## config.mk

```make
export PLATFORM = sky130hd
export DESIGN_NAME = uart_irq_ctrl
export DESIGN_NICKNAME = d
export VERILOG_FILES = /design/src/rtl/uart_irq_pkg.sv /design/src/rtl/uart_irq_thresh.sv /design/src/rtl/uart_irq_timeout.sv /design/src/rtl/uart_irq_src.sv /design/src/rtl/uart_irq_ctrl.sv
export SDC_FILE = /design/constraint.sdc
export NUM_CORES = 1
export LEC_CHECK = 0
export BUFFER_PORTS_ARGS = -buffer_cell sky130_fd_sc_hd__buf_2
export CORE_MARGIN = 1
export CORE_UTILIZATION = 43
export DETAILED_ROUTE_END_ITERATION = 7
export GPL_ROUTABILITY_DRIVEN = 0
export MAX_ROUTING_LAYER = met4
export PLACE_DENSITY = 0.87
export SYNTH_ARGS = -nofsm -noshare
export SYNTH_HDL_FRONTEND = slang
export SYNTH_HIERARCHICAL = 1
export SYNTH_SLANG_ARGS = --single-unit
```

## constraint.sdc

```tcl
create_clock -name clk -period 1.5 [get_ports clk]
set_input_delay 0.225 -clock clk [delete_from_list [all_inputs] [get_ports clk]]
set_output_delay 0.225 -clock clk [all_outputs]
set_load 0.05 [all_outputs]
```

## src/rtl/uart_irq_pkg.sv

```systemverilog
package uart_irq_pkg;

   localparam int IRQ_W = 14;

   localparam int B_CTS   = 1;
   localparam int B_RX    = 4;
   localparam int B_TX    = 5;
   localparam int B_RT    = 6;
   localparam int B_FE    = 7;
   localparam int B_PE    = 8;
   localparam int B_BE    = 9;
   localparam int B_OE    = 10;
   localparam int B_EOT   = 11;
   localparam int B_TXDMA = 12;
   localparam int B_RXDMA = 13;

   // implemented bits of the status and mask vectors
   localparam logic [IRQ_W-1:0] IRQ_VALID = 14'h3FF2;
   // sources that follow a condition rather than latch a strobe
   localparam logic [IRQ_W-1:0] IRQ_LEVEL = 14'h0870;
   // receive error sources that can hold off receive DMA
   localparam logic [IRQ_W-1:0] IRQ_ERR   = 14'h0780;

   typedef enum logic [2:0] {
      TRIG_EIGHTH  = 3'd0,
      TRIG_QUARTER = 3'd1,
      TRIG_HALF    = 3'd2,
      TRIG_3QUART  = 3'd3,
      TRIG_7EIGHTH = 3'd4
   } trig_code_e;

endpackage

```

## src/rtl/uart_irq_thresh.sv

```systemverilog
module uart_irq_thresh
   import uart_irq_pkg::*;
#(
   parameter int DEPTH    = 16,
   parameter int LVL_W    = 5,
   parameter bit AT_LEAST = 1'b1
) (
   input  logic             fifo_en,
   input  logic [2:0]       sel,
   input  logic [LVL_W-1:0] level,
   output logic             cond
);

   localparam logic [LVL_W-1:0] T_EIGHTH  = LVL_W'(DEPTH / 8);
   localparam logic [LVL_W-1:0] T_QUARTER = LVL_W'(DEPTH / 4);
   localparam logic [LVL_W-1:0] T_HALF    = LVL_W'(DEPTH / 2);
   localparam logic [LVL_W-1:0] T_3QUART  = LVL_W'((DEPTH * 3) / 4);
   localparam logic [LVL_W-1:0] T_7EIGHTH = LVL_W'((DEPTH * 7) / 8);

   logic [LVL_W-1:0] thr;
   logic             fifo_hit;
   logic             slot_hit;

   always_comb begin
      case (sel)
         TRIG_EIGHTH:  thr = T_EIGHTH;
         TRIG_QUARTER: thr = T_QUARTER;
         TRIG_HALF:    thr = T_HALF;
         TRIG_3QUART:  thr = T_3QUART;
         TRIG_7EIGHTH: thr = T_7EIGHTH;
         default:      thr = T_HALF;
      endcase
   end

   generate
      if (AT_LEAST) begin : g_fill
         assign fifo_hit = (level >= thr);
         assign slot_hit = (level != '0);
      end else begin : g_drain
         assign fifo_hit = (level <= thr);
         assign slot_hit = (level == '0);
      end
   endgenerate

   assign cond = fifo_en ? fifo_hit : slot_hit;

endmodule

```

## src/rtl/uart_irq_timeout.sv

```systemverilog
module uart_irq_timeout #(
   parameter int LIMIT = 32,
   localparam int CW   = $clog2(LIMIT + 1)
) (
   input  logic clk,
   input  logic rst_n,
   input  logic nonempty,
   input  logic char_done,
   input  logic tick,
   output logic expired
);

   logic [CW-1:0] cnt_q;

   always_ff @(posedge clk or negedge rst_n) begin
      if (!rst_n) begin
         cnt_q <= '0;
      end else if (!nonempty || char_done) begin
         cnt_q <= '0;
      end else if (tick && (cnt_q != CW'(LIMIT))) begin
         cnt_q <= cnt_q + 1'b1;
      end
   end

   assign expired = nonempty && (cnt_q == CW'(LIMIT));

   AST_CNT_BOUND: assert property (@(posedge clk) disable iff (!rst_n)
      cnt_q <= CW'(LIMIT));
   AST_CNT_RESTART: assert property (@(posedge clk) disable iff (!rst_n)
      (char_done || !nonempty) |=> (cnt_q == '0));

endmodule

```

## src/rtl/uart_irq_src.sv

```systemverilog
module uart_irq_src #(
   parameter bit LEVEL = 1'b0
) (
   input  logic clk,
   input  logic rst_n,
   input  logic trig,
   input  logic clr,
   output logic raw
);

   logic raw_q;

   generate
      if (LEVEL) begin : g_level
         logic prev_q;
         always_ff @(posedge clk or negedge rst_n) begin
            if (!rst_n) begin
               prev_q <= 1'b0;
               raw_q  <= 1'b0;
            end else begin
               prev_q <= trig;
               raw_q  <= trig & (~prev_q | (raw_q & ~clr));
            end
         end

         AST_LEVEL_DROP: assert property (@(posedge clk) disable iff (!rst_n)
            !trig |=> !raw_q);
         AST_LEVEL_ENTRY: assert property (@(posedge clk) disable iff (!rst_n)
            (trig && !prev_q) |=> raw_q);
         AST_LEVEL_CLEAR: assert property (@(posedge clk) disable iff (!rst_n)
            (clr && prev_q) |=> !raw_q);
      end else begin : g_sticky
         always_ff @(posedge clk or negedge rst_n) begin
            if (!rst_n) raw_q <= 1'b0;
            else        raw_q <= trig | (raw_q & ~clr);
         end

         AST_STICKY_SET: assert property (@(posedge clk) disable iff (!rst_n)
            trig |=> raw_q);
         AST_STICKY_CLEAR: assert property (@(posedge clk) disable iff (!rst_n)
            (clr && !trig) |=> !raw_q);
      end
   endgenerate

   assign raw = raw_q;

endmodule

```

## src/rtl/uart_irq_ctrl.sv

```systemverilog
module uart_irq_ctrl
   import uart_irq_pkg::*;
#(
   parameter int FIFO_DEPTH   = 16,
   parameter int TIMEOUT_BITS = 32,
   localparam int LVL_W       = $clog2(FIFO_DEPTH + 1)
) (
   input  logic             clk,
   input  logic             rst_n,
   input  logic             fifo_en,
   input  logic [2:0]       tx_trig_sel,
   input  logic [2:0]       rx_trig_sel,
   input  logic [LVL_W-1:0] tx_level,
   input  logic [LVL_W-1:0] rx_level,
   input  logic             tx_idle,
   input  logic             rx_char_done,
   input  logic             bit_tick,
   input  logic             fe_evt,
   input  logic             pe_evt,
   input  logic             be_evt,
   input  logic             oe_evt,
   input  logic             cts_evt,
   input  logic             tx_dma_done,
   input  logic             rx_dma_done,
   input  logic             mask_wr,
   input  logic [13:0]      mask_wdata,
   input  logic             clr_wr,
   input  logic [13:0]      clr_wdata,
   input  logic             dma_on_err,
   input  logic             rx_dma_req_in,
   output logic [13:0]      mask_q,
   output logic [13:0]      raw_status,
   output logic [13:0]      masked_status,
   output logic             irq,
   output logic             rx_dma_req
);

   generate
      if (FIFO_DEPTH < 8 || (FIFO_DEPTH % 8) != 0) begin : g_bad_depth
         $error("FIFO_DEPTH must be a multiple of 8");
      end
      if (TIMEOUT_BITS < 1) begin : g_bad_timeout
         $error("TIMEOUT_BITS must be at least 1");
      end
   endgenerate

   logic [IRQ_W-1:0] mask_r;
   logic [IRQ_W-1:0] trig;
   logic [IRQ_W-1:0] clr_vec;
   logic [IRQ_W-1:0] raw;
   logic             tx_cond;
   logic             rx_cond;
   logic             rt_expired;
   logic             rt_cond;
   logic             eot_cond;
   logic             err_hold;

   always_ff @(posedge clk or negedge rst_n) begin
      if (!rst_n)       mask_r <= '0;
      else if (mask_wr) mask_r <= mask_wdata & IRQ_VALID;
   end

   uart_irq_thresh #(.DEPTH(FIFO_DEPTH), .LVL_W(LVL_W), .AT_LEAST(1'b0)) u_tx_thr (
      .fifo_en (fifo_en),
      .sel     (tx_trig_sel),
      .level   (tx_level),
      .cond    (tx_cond)
   );

   uart_irq_thresh #(.DEPTH(FIFO_DEPTH), .LVL_W(LVL_W), .AT_LEAST(1'b1)) u_rx_thr (
      .fifo_en (fifo_en),
      .sel     (rx_trig_sel),
      .level   (rx_level),
      .cond    (rx_cond)
   );

   uart_irq_timeout #(.LIMIT(TIMEOUT_BITS)) u_timeout (
      .clk       (clk),
      .rst_n     (rst_n),
      .nonempty  (rx_level != '0),
      .char_done (rx_char_done),
      .tick      (bit_tick),
      .expired   (rt_expired)
   );

   // the timeout mask doubles as its enable
   assign rt_cond  = rt_expired & mask_r[B_RT];
   assign eot_cond = (tx_level == '0) & tx_idle;

   always_comb begin
      trig          = '0;
      trig[B_CTS]   = cts_evt;
      trig[B_RX]    = rx_cond;
      trig[B_TX]    = tx_cond;
      trig[B_RT]    = rt_cond;
      trig[B_FE]    = fe_evt;
      trig[B_PE]    = pe_evt;
      trig[B_BE]    = be_evt;
      trig[B_OE]    = oe_evt;
      trig[B_EOT]   = eot_cond;
      trig[B_TXDMA] = tx_dma_done;
      trig[B_RXDMA] = rx_dma_done;
   end

   assign clr_vec = clr_wr ? (clr_wdata & IRQ_VALID) : '0;

   generate
      for (genvar i = 0; i < IRQ_W; i++) begin : g_src
         uart_irq_src #(.LEVEL(IRQ_LEVEL[i])) u_src (
            .clk   (clk),
            .rst_n (rst_n),
            .trig  (trig[i]),
            .clr   (clr_vec[i]),
            .raw   (raw[i])
         );
      end
   endgenerate

   assign raw_status    = raw & IRQ_VALID;
   assign mask_q        = mask_r;
   assign masked_status = raw_status & mask_r;
   assign irq           = |masked_status;
   assign err_hold      = dma_on_err & (|(raw_status & IRQ_ERR));
   assign rx_dma_req    = rx_dma_req_in & ~err_hold;

   AST_DMA_GATE: assert property (@(posedge clk) disable iff (!rst_n)
      (dma_on_err && (|raw_status[B_OE:B_FE])) |-> !rx_dma_req);
   AST_RT_NEEDS_MASK: assert property (@(posedge clk) disable iff (!rst_n)
      $rose(raw_status[B_RT]) |-> $past(mask_r[B_RT]));
   AST_RESERVED_LOW: assert property (@(posedge clk) disable iff (!rst_n)
      (raw_status[0] == 1'b0) && (raw_status[3:2] == 2'b00));

endmodule

```

# After elaboration in Yosys (flattened, before gate mapping)
# Index checks and enable logic that the tools add are counted.
# Widths: inputs -> output; s select.
dict set report word_totals {
  inputBits 61
  ff_bits 32
  word_cells 93
}
dict set report op_classes {
  add_sub_neg 1
  order_cmp 2
  reduce_logical 11
  bitwise 47
  muxes 7
  eq_ne 8
}
# op n
set op_table {}
lappend op_table {{$pmux 4 s4} 2}
lappend op_table {{$and 1x1->1} 19}
lappend op_table {{$not 1->1} 16}
lappend op_table {{$and 14x14->14} 1}
lappend op_table {{$mux 14} 1}
lappend op_table {{$reduce_or 14->1} 1}
lappend op_table {{$mux 6} 2}
lappend op_table {{$or 1x1->1} 11}
lappend op_table {{$add 6x1->6 const B} 1}
lappend op_table {{$eq 3x1->1 const B} 2}
lappend op_table {{$eq 3x2->1 const B} 2}
lappend op_table {{$eq 3x3->1 const B} 2}
lappend op_table {{$eq 6x6->1 const B} 1}
lappend op_table {{$logic_not 3->1} 2}
lappend op_table {{$ne 6x6->1 const B} 1}
lappend op_table {{$ge 5x4->1} 1}
lappend op_table {{$le 5x4->1} 1}
lappend op_table {{$logic_not 5->1} 1}
lappend op_table {{$reduce_bool 5->1} 1}
lappend op_table {{$reduce_or 4->1} 1}
lappend op_table {{$logic_and 1x1->1} 2}
lappend op_table {{$mux 1} 2}
lappend op_table {{$reduce_bool 2->1} 1}
lappend op_table {{$logic_not 1->1} 1}
lappend op_table {{$logic_or 1x1->1} 1}

# Longest topological paths before layout
dict set report depth {
  depth_word 5
  ltp_mapped 7
  mapped_depth_nobuf 7
}

# Modules after synthesis
# The synthesis kept the hierarchy.
# mod area_per_inst_um2 cells_per_inst instances
set modules_own_cells {}
lappend modules_own_cells {uart_irq_ctrl 695.7 69 1}
lappend modules_own_cells {uart_irq_timeout 351.6 37 1}
lappend modules_own_cells {{uart_irq_src (g_src[11].u_src ...)} 63.8 4 4}
lappend modules_own_cells {{uart_irq_src (g_src[10].u_src ...)} 36.3 3 7}
lappend modules_own_cells {{uart_irq_thresh (u_rx_thr)} 111.4 15 1}
lappend modules_own_cells {{uart_irq_thresh (u_tx_thr)} 110.1 14 1}

# Least setup slack after synthesis
# No wires, ideal clock.
dict set report synth_timing {
  kind {reg2out}
  from {register g_src[10].u_src.raw_q}
  to {output port irq}
  stages_incl_launch_ff 4
  t_arrival_ns 1.824
  slack_ns -0.549
  path_buffers 0
  cell_sequence {dfrtp_1 -> and2_1 -> nor4_1 -> nand4_1}
}
dict set report synth_via {
  elab_chain_len 2
}
# item line
set synth_lines {}
lappend synth_lines {{from (decl)} uart_irq_src.sv:11} ;# logic raw_q;
lappend synth_lines {{from (signal assigned)} uart_irq_src.sv:35} ;# else raw_q <= trig | (raw_q & ~clr);
lappend synth_lines {{$and 14x14->14} uart_irq_ctrl.sv:121} ;# assign masked_status = raw_status & mask_r;
lappend synth_lines {{via masked_status[10]} uart_irq_ctrl.sv:33} ;# output logic [13:0] masked_status,
lappend synth_lines {{$reduce_or 14->1} uart_irq_ctrl.sv:122} ;# assign irq = |masked_status;
lappend synth_lines {{to (decl)} uart_irq_ctrl.sv:34} ;# output logic irq,
# The timed path passes the listed nets, and every way through them passes these cells.

# Final worst setup path
dict set report layout_timing {
  from {register g_src[11].u_src.raw_q}
  to {output port irq}
}
dict set report layout_via {
  elab_chain_len 2
}
# item line
set layout_lines {}
lappend layout_lines {{from (decl)} uart_irq_src.sv:11}
lappend layout_lines {{from (signal assigned)} uart_irq_src.sv:22} ;# raw_q <= trig & (~prev_q | (raw_q & ~clr));
lappend layout_lines {{$and 14x14->14} uart_irq_ctrl.sv:121}
lappend layout_lines {{$reduce_or 14->1} uart_irq_ctrl.sv:122}
# Every way passes these cells.

==> metrics <==
Inst Count DP=313; first-pass GRT wire length=5800 µm; Final Hold Fails=0; Yosys top cell by area=dfrtp_1; initial antenna violation count=0; I/O pins=105; CTS tree=yes; share of cells above drive strength 1=53.7%; Post-synth ARST share=100%; failing checks=negative setup slack; DIE HEIGHT=66.3 µm; ANT cells=0; setup violators final=2; mean post-synth cell area=10.3 µm²; outcome=finished, violations left; Iter 0 DRT Violations=39; core area=0.00397 mm²; post-synthesis mux area share=9.22%; met3 Use GR=5.52%; CP startpoint kind=flip-flop; crit path DAT=1.44 ns; post-synthesis simple-gate area fraction=22.7%; Layout area overhead=40.5%; Max Fclk=0.600 GHz; Lkg Pwr=1.26 nW; Tcrit/Tclk final=111%; Synth Area in Compound Gates=9.43%; final worst slack=-0.167 ns; via count=1556; RSZ-0062 raised after global routing=yes; Core Rows=23; Critical Path Fanout Max=3; synth cell count leaders=32 x dfrtp_1, 26 x and2_1, 12 x inv_1, 12 x nor2_1, 11 x mux2_2; area of the die=0.00440 mm²; largest family of logic cells by synthesized area=simple AND/OR/NAND/NOR gates; routed wire length per instance=12.4 µm; Worst Path Required=1.27 ns; crit path time final=1.67 ns; met1 global-route usage=20.3%; Seq/Total Area, Yosys=45.0%; Routed WL=4000 µm; largest vdd supply drop=425 µV; Setup crit start=g_src[11].u_src/raw$_DFF_PN0_; global router's overall resource usage=18.8%; worst hold path class=in -> reg; root buf cell=clkbuf_8; antenna-violating nets left=0; largest net degree at the start of global routing=33; vias in the first global route=1378; clk_lat worst skew=0.28 ns; # port buffers=89; Clk pin slew, worst setup/hold paths=0.06 ns; Clock Skew=0.00240 ns; Finished Layout Cells=322; top-count cell post-synth=dfrtp_1; Yosys top cell area share=45.0%; synthesized flop and latch total=32; Initial Util=44.8%; final design utilization=62.9%; Synth Instances=172; Pins Over Slew Limit=0; Area contributors post-synth=dfrtp_1 45%, and2_1 9.1%, mux2_2 7.0%, ha_1 5.6%, buf_4 3.8%; PD cells=977 mW/mm²; xor-xnor portion of the synthesized cell area=0.985%; worst r2r src=u_timeout/cnt_q[0]$_DFFE_PN0P_; detailed placement HPWL=2960 µm; GRT Max-Usage Layer=met2; Syn Std Cell Area=0.00178 mm²; clk buf depth=2; count of cell types in the netlist=34; H-tree levels=2; GR Layer Usage met2=32.5%; Post-Synth Adder-Cell Area=5.63%; warnings from Yosys=6; detailed-route DRC error count=0; Congestion Overflow GR=0; hold path start=tx_level[0]; Num CTS Buffers=5; Setup crit end kind=output port; nets@finish=341; Post-synth EDFFs=0; vias per cell=4.83; crit path kind=reg -> out; MaxCap Viol Count=0; DRT Pass-1 Iters=4; Die W=66.3 µm; CTS Sinks=32; top_reg_cell synth=dfrtp_1
[kinds of logic after synthesis]
| kind of cell | after synthesis |
|---|---|
| compound gates | 22 |
| xor+xnor | 2 |
| fa+ha+maj | 8 |
| buf+inv | 23 |
| flops | 32 |
| mux | 15 |
| other cells | 1 |
| simple gates | 69 |
[final cells by class]
cell class,count,area [µm²]
Clock buffer,7,96.3
Tap cell,50,62.6
Fill cell,351,1470
Inverter,12,45.0
Sequential cell,32,812
Timing Repair Buffer,96,513
Multi-Input combinational cell,125,968
[path summary, 6_finish.rpt]
| path | to | slack [ns] | cells past startpoint |
|---|---|---|---|
| setup / recovery | irq | -0.17 | 4 |
| hold / removal | g_src[11].u_src/g_level.prev_q$_DFF_PN0_ | 0.12 | 2 |
| setup reg to reg | g_src[6].u_src/raw$_DFF_PN0_ | 0.09 | 7 |
| hold reg to reg | g_src[5].u_src/raw$_DFF_PN0_ | 0.41 | 1 |
| max in group asynchronous | mask_q[8]$_DFFE_PN0P_ | 0.69 | 3 |
| min in group asynchronous | g_src[4].u_src/raw$_DFF_PN0_ | 0.50 | 3 |
[what timing repair did]
| action | 4_1_cts | 5_1_grt |
|---|---|---|
| hold buffers | 1 | 0 |
| hold endpoints to repair | 32 | 0 |
| setup endpoints to repair | 2 | 3 |
| pin swaps | 3 | 4 |
| resized for setup | 6 | 9 |
| setup buffers | 0 | 2 |
[layout by cell type, fill, tap and decap left out, drive strengths merged, types with 6 or more instances in the layout]
cell,Yosys,layout
buf,10,95
dfrtp,32,32
and2,26,26
nor2,12,12
inv,12,12
mux2,11,11
conb,1,9
ha,8,8
clkbuf,1,7
a21o,7,7
nand2,7,7
nand2b,6,6
[per-layer routing]
metal / routed length (µm) / vias up
li1: - / 770
met3: 284 / 6
met4: 68 / 0
met5: 0 / -
met2: 1990 / 76
met1: 1650 / 704
[registers in the layout, indices dropped and copies added, names as in the netlist]
register	cells
g_src.u_src/raw	11
g_src.u_src/g_level.prev_q	4
u_timeout/cnt_q	6
mask_q	11
[report_power, final]
| group | internal [mW] | switching, mW | total, mW |
|---|---|---|---|
| Combinational | 0.254 | 0.518 | 0.772 |
| Clock | 0.408 | 0.288 | 0.696 |
| Sequential | 0.926 | 0.0473 | 0.974 |
[through the flow]
| step | TNS, ns | power (mW) | hold slack, ns | setup slack [ns] | cell area [µm²] |
|---|---|---|---|---|---|
| 3_3_place_gp | -0.111 | 1.71 | 0.259 | -0.0992 | 2320 |
| 4_1_cts | -0.359 | 2.44 | 0.106 | -0.205 | 2440 |
| 3_5_place_dp | -0.220 | 1.73 | 0.262 | -0.0972 | 2320 |
| 5_1_grt | -0.396 | 2.57 | 0.112 | -0.219 | 2500 |
| 2_1_floorplan | -0.262 | 1.52 | -0.0706 | -0.262 | 1850 |
| 6_report | -0.239 | 2.44 | 0.115 | -0.167 | 2500 |
[critical path, cell delays in order (launching register included)]
cell and delay, ns:
dfrtp_2 0.42, and2_4 0.18, nor4_4 0.27, nand4_1 0.12, buf_6 0.17
Note: power is estimated with default switching activity, not from simulation.
